==> src/rtl/abu_pkg.sv <==
package abu_pkg;

  // Select code of the enable register; channel k target sits at code k+1.
  localparam int unsigned SEL_ENABLES = 0;
  localparam int unsigned SEL_TARGET0 = 1;

  // Offset added to the target address to form the stacked PC.
  function automatic logic [1:0] pc_step(input logic wide);
    return wide ? 2'd2 : 2'd1;
  endfunction

endpackage

==> src/rtl/abu_regs.sv <==
module abu_regs #(
  parameter int unsigned ADDR_W = 20,
  parameter int unsigned NUM_CH = 2,
  parameter int unsigned SEL_W  = 2
) (
  input  logic                          clk,
  input  logic                          rst_n,
  input  logic                          cfg_we,
  input  logic [SEL_W-1:0]              cfg_sel,
  input  logic [ADDR_W-1:0]             cfg_data,
  output logic [NUM_CH-1:0]             en_q,
  output logic [NUM_CH-1:0][ADDR_W-1:0] target_q
);
  import abu_pkg::*;

  logic en_wr;
  assign en_wr = cfg_we && (cfg_sel == SEL_W'(SEL_ENABLES));

  always_ff @(posedge clk or negedge rst_n) begin
    if (!rst_n)     en_q <= '0;
    else if (en_wr) en_q <= cfg_data[NUM_CH-1:0];
  end

  for (genvar k = 0; k < NUM_CH; k++) begin : g_target
    logic tgt_wr;
    assign tgt_wr = cfg_we && (cfg_sel == SEL_W'(SEL_TARGET0 + k));
    always_ff @(posedge clk or negedge rst_n) begin
      if (!rst_n)      target_q[k] <= '0;
      else if (tgt_wr) target_q[k] <= cfg_data;
    end
  end

endmodule

==> src/rtl/abu_cmp.sv <==
module abu_cmp #(
  parameter int unsigned ADDR_W = 20
) (
  input  logic              instr_start,
  input  logic [ADDR_W-1:0] instr_addr,
  input  logic              enable,
  input  logic [ADDR_W-1:0] target,
  output logic              hit
);
  logic addr_eq;
  assign addr_eq = (instr_addr == target);
  assign hit     = instr_start && enable && addr_eq;
endmodule

==> src/rtl/abu_arb.sv <==
module abu_arb #(
  parameter int unsigned NUM_CH = 2,
  parameter int unsigned CH_W   = 1
) (
  input  logic [NUM_CH-1:0] hit_vec,
  output logic              any_hit,
  output logic [CH_W-1:0]   win_idx
);
  assign any_hit = |hit_vec;

  // Scan from the top down so the lowest hitting index is left standing.
  always_comb begin
    win_idx = '0;
    for (int i = NUM_CH - 1; i >= 0; i--) begin
      if (hit_vec[i]) win_idx = CH_W'(i);
    end
  end
endmodule

==> src/rtl/abu_pcgen.sv <==
module abu_pcgen #(
  parameter int unsigned ADDR_W = 20
) (
  input  logic [ADDR_W-1:0] base,
  input  logic              wide,
  output logic [ADDR_W-1:0] pc
);
  import abu_pkg::*;
  // Width-truncated sum: wraps modulo 2^ADDR_W.
  assign pc = base + ADDR_W'(pc_step(wide));
endmodule

==> src/rtl/addr_break_unit.sv <==
module addr_break_unit #(
  parameter int unsigned ADDR_W = 20,
  parameter int unsigned NUM_CH = 2,
  localparam int unsigned SEL_W = $clog2(NUM_CH + 1),
  localparam int unsigned CH_W  = (NUM_CH > 1) ? $clog2(NUM_CH) : 1
) (
  input  logic              clk,
  input  logic              rst_n,
  input  logic              cfg_we,
  input  logic [SEL_W-1:0]  cfg_sel,
  input  logic [ADDR_W-1:0] cfg_data,
  input  logic              instr_start,
  input  logic [ADDR_W-1:0] instr_addr,
  input  logic              wide_op,
  output logic              brk_req,
  output logic [CH_W-1:0]   brk_chan,
  output logic [ADDR_W-1:0] stack_pc
);

  logic [NUM_CH-1:0]             en_q;
  logic [NUM_CH-1:0][ADDR_W-1:0] target_q;
  logic [NUM_CH-1:0]             hit_vec;
  logic                          any_hit;
  logic [CH_W-1:0]               win_idx;
  logic [ADDR_W-1:0]             win_target;
  logic [ADDR_W-1:0]             raw_pc;

  abu_regs #(.ADDR_W(ADDR_W), .NUM_CH(NUM_CH), .SEL_W(SEL_W)) u_regs (
    .clk      (clk),
    .rst_n    (rst_n),
    .cfg_we   (cfg_we),
    .cfg_sel  (cfg_sel),
    .cfg_data (cfg_data),
    .en_q     (en_q),
    .target_q (target_q)
  );

  for (genvar k = 0; k < NUM_CH; k++) begin : g_ch
    abu_cmp #(.ADDR_W(ADDR_W)) u_cmp (
      .instr_start (instr_start),
      .instr_addr  (instr_addr),
      .enable      (en_q[k]),
      .target      (target_q[k]),
      .hit         (hit_vec[k])
    );
  end

  abu_arb #(.NUM_CH(NUM_CH), .CH_W(CH_W)) u_arb (
    .hit_vec (hit_vec),
    .any_hit (any_hit),
    .win_idx (win_idx)
  );

  assign win_target = target_q[win_idx];

  abu_pcgen #(.ADDR_W(ADDR_W)) u_pcgen (
    .base (win_target),
    .wide (wide_op),
    .pc   (raw_pc)
  );

  assign brk_req  = any_hit;
  assign brk_chan = any_hit ? win_idx : '0;
  assign stack_pc = any_hit ? raw_pc  : '0;

endmodule

==> config.mk <==
export PLATFORM = sky130hd
export DESIGN_NAME = addr_break_unit
export DESIGN_NICKNAME = d
export VERILOG_FILES = /design/src/rtl/abu_pkg.sv /design/src/rtl/abu_regs.sv /design/src/rtl/abu_cmp.sv /design/src/rtl/abu_arb.sv /design/src/rtl/abu_pcgen.sv /design/src/rtl/addr_break_unit.sv
export SDC_FILE = /design/constraint.sdc
export NUM_CORES = 1
export LEC_CHECK = 0
export BUFFER_PORTS_ARGS = -buffer_cell sky130_fd_sc_hd__buf_2
export CAP_MARGIN = 20
export CORE_MARGIN = 4
export CORE_UTILIZATION = 54
export DETAILED_ROUTE_END_ITERATION = 10
export PLACE_DENSITY = 0.86
export REMOVE_ABC_BUFFERS = 1
export SLEW_MARGIN = 10
export SYNTH_ARGS = -nofsm -noshare
export SYNTH_HDL_FRONTEND = slang
export SYNTH_SLANG_ARGS = --single-unit
==> constraint.sdc <==
create_clock -name clk -period 4 [get_ports clk]
set_input_delay 0.2 -clock clk [delete_from_list [all_inputs] [get_ports clk]]
set_output_delay 0.2 -clock clk [all_outputs]
set_load 0.05 [all_outputs]
==> results.json <==
{
  "synthMuxAreaShare_pct": 17.9,
  "synth_cells": 286,
  "synth_top_family_by_area": "XOR/XNOR gates",
  "dr.first_iter.drc_count": 223,
  "worst_slew_pin_slew_ps": 1170,
  "crit_fanout": 7,
  "maxCapViolations": 0,
  "avgSynthCellArea_um2": 10.4,
  "final_area_mm2": 0.00363,
  "synth_compound_area_share_pct": 6.17,
  "mappedNetlistArea_mm2": 0.00296,
  "worstPathArrival_ps": 3800,
  "netlist.area_leader.share_pct": 35.5,
  "io-pin-count": 69,
  "final_hold_viol_count": 0,
  "critPathLaunchType": "register",
  "clock_latency_ps": 290,
  "cpLargestDelayFamily": "simple AND/OR/NAND/NOR gates",
  "routedWlPerCell_um": 19.1,
  "drv_slew": 0,
  "relSlewSlack_pct": 21.8,
  "cts_buffers": 5,
  "yosys_warnings": 0,
  "viasPerCell": 5.94,
  "finClkSkew_ps": 0,
  "htreeDepth": 2,
  "final_cell_mix": "buf_2, mux2_2, xor2_1, dfrtp_1, xnor2_1",
  "vdd_ir_drop_max_v": 0.000202,
  "drc": 0,
  "clk_pin_slew_ps": 80,
  "synth_xor_area_share_pct": 20.9,
  "grt_overflow": 0,
  "fin_ws_ps": 1.12,
  "start_util_pct": 56.9,
  "reg2reg_depth": 2,
  "grt_max_degree": 43,
  "worst-path-buf-inv": 4,
  "ys_async_sr_fraction_pct": 100,
  "timing.final.crit_share_pct": 100,
  "synth_edf_count": 0,
  "grtUsageMet2_pct": 44.2,
  "finalSetupViolCount": 0,
  "synthSimpleGateAreaFrac_pct": 15.5,
  "diodes": 0,
  "synthTopCellsByArea": "dfrtp_1, mux2_2, xor2_1, xnor2_1, and3_1",
  "max_freq_mhz": 250,
  "synthToLayoutAreaGrowth_pct": 22.4,
  "place_congestion": 0.985,
  "slowest_delay_ps": 470,
  "final_antenna_net_count": 0,
  "path_class": "register to primary output",
  "p_leak_nw": 1.60,
  "synth_top_area_cell": "dfrtp_1",
  "portBuffers": 68,
  "synthAdderAreaFrac_pct": 1.52,
  "grt_use_met3_pct": 4.61,
  "antenna_found_initial": 0,
  "fin_nets": 415,
  "dp_hpwl_mm": 6.21,
  "cpMaxStageDelayCell": "dfrtp_1",
  "synth_flop_cell": "dfrtp_1",
  "grt_pass1_vias": 2686,
  "final_util_pct": 69.7,
  "final_common_cell": "buf_2",
  "grt_usage_pct": 25.4,
  "hp-class": "input port to asynchronous set/reset pin",
  "grt_pass1_wl_mm": 12.9,
  "cts_tree": "yes",
  "dr.pass1.iters": 4,
  "min_period_ps": 4000,
  "place_area_mm2": 0.00340,
  "num_rows": 26,
  "synth-seq-cells": 42,
  "p_per_area_mw_per_mm2": 357,
  "fp.dieH_um": 82.1,
  "cts-root-buf": "clkbuf_8",
  "cp.required_ps": 3800,
  "critPathCaptureType": "primary output",
  "ys_types": 39,
  "yosysSeqAreaShare_pct": 35.5,
  "clkSinkCount": 42,
  "clockBufferDepth": 2,
  "use_met1_pct": 32.5,
  "p_total_mw": 1.29,
  "die_area_mm2": 0.00674,
  "fp.coreArea_mm2": 0.00520,
  "status": "complete, no violations",
  "drive_gt1_share_pct": 42.5,
  "vias": 2586,
  "die_x_um": 82.1,
  "critical_path_depth": 14,
  "wl_mm": 8.32,
  "busiest_layer": "met2",
  "place_ws_ps": 69.7,
  "path_cells": "xnor2_1 -> nand4_1 -> nor3_4 -> o211ai_4 -> mux2_2 -> ha_2 -> inv_1 -> fa_2 -> buf_4 -> inv_1 -> a31oi_1 -> mux2_2 -> nor3_1 -> clkbuf_4"
}
stage by stage:
stage / hold slack, ps / TNS [ps] / cells
after floorplan: -95.6 / -1260 / 278
after global placement: 384 / 0 / 422
after detailed placement: 403 / 0 / 422
after CTS: 78.8 / 0 / 430
after global routing: 131 / -938 / 435
final: 46.7 / 0 / 435
cell families (layout without fill, tap and decap cells):
family,Yosys count,count (layout)
DFF,42,42
xor gates and xnor gates,70,70
and+or+nand+nor,82,82
muxes,47,47
adders and majority gates,3,3
AOI/OAI and AO/OA,25,25
buffers and inverters,17,96
power by group:
part           switching (mW)  internal (mW)  leakage, nW
Combinational           0.191          0.213         1.07
Clock                   0.141          0.120       0.0383
Sequential              0.123          0.506        0.495
cells in the mapped netlist, types with 2 or more instances:
cell type and instances:
dfrtp_1 42, inv_1 9, nand3_1 14, ha_1 2, clkbuf_1 6, nand4_1 9, nand3b_1 2, and3_1 12
nor4_1 4, nor3_1 4, xnor2_1 29, a211oi_1 2, o21a_1 2, a21oi_1 2, o22ai_1 8, mux2_2 45
and2_1 3, o31ai_1 5, xor2_1 40, nand2_1 18, and4_1 2, nor2_1 8, a31oi_1 2
metal layers:
layer  wire length [um]  up-vias
met5                  0        -
met2               4270      126
met1               3280     1277
li1                   -     1169
met4                123        0
met3                649       14
state kept, by name, indices dropped and copies added (netlist names):
register         flops
u_regs.en_q          2
u_regs.target_q     40
what timing repair did:
item,CTS,global route
hold endpoints to repair,0,0
endpoints found under the setup margin,8,14
pin swaps,1,8
buffers inserted,1,5
hold buffers,0,0
resized for setup,7,29
final cells by class:
type | count | area [um2]
inverters | 9 | 33.8
multi-input cells | 227 | 1920
repair buffers | 80 | 459
clock buffers | 7 | 76.3
fillers | 401 | 1580
flip-flops and latches | 42 | 1050
well taps | 70 | 87.6
path summary, 6_finish.rpt:
check	slack (ps)	endpoint	startpoint
setup / recovery	1	stack_pc[4]	u_regs.target_q[25]$_DFFE_PN0P_
hold / removal	50	u_regs.target_q[27]$_DFFE_PN0P_	rst_n
setup reg to reg	3080	u_regs.target_q[2]$_DFFE_PN0P_	u_regs.target_q[2]$_DFFE_PN0P_
hold reg to reg	520	u_regs.en_q[1]$_DFFE_PN0P_	u_regs.en_q[1]$_DFFE_PN0P_
max in group asynchronous	3290	u_regs.target_q[10]$_DFFE_PN0P_	rst_n
min in group clk	140	u_regs.target_q[27]$_DFFE_PN0P_	cfg_data[7]
(Power assumes the default switching activity.)
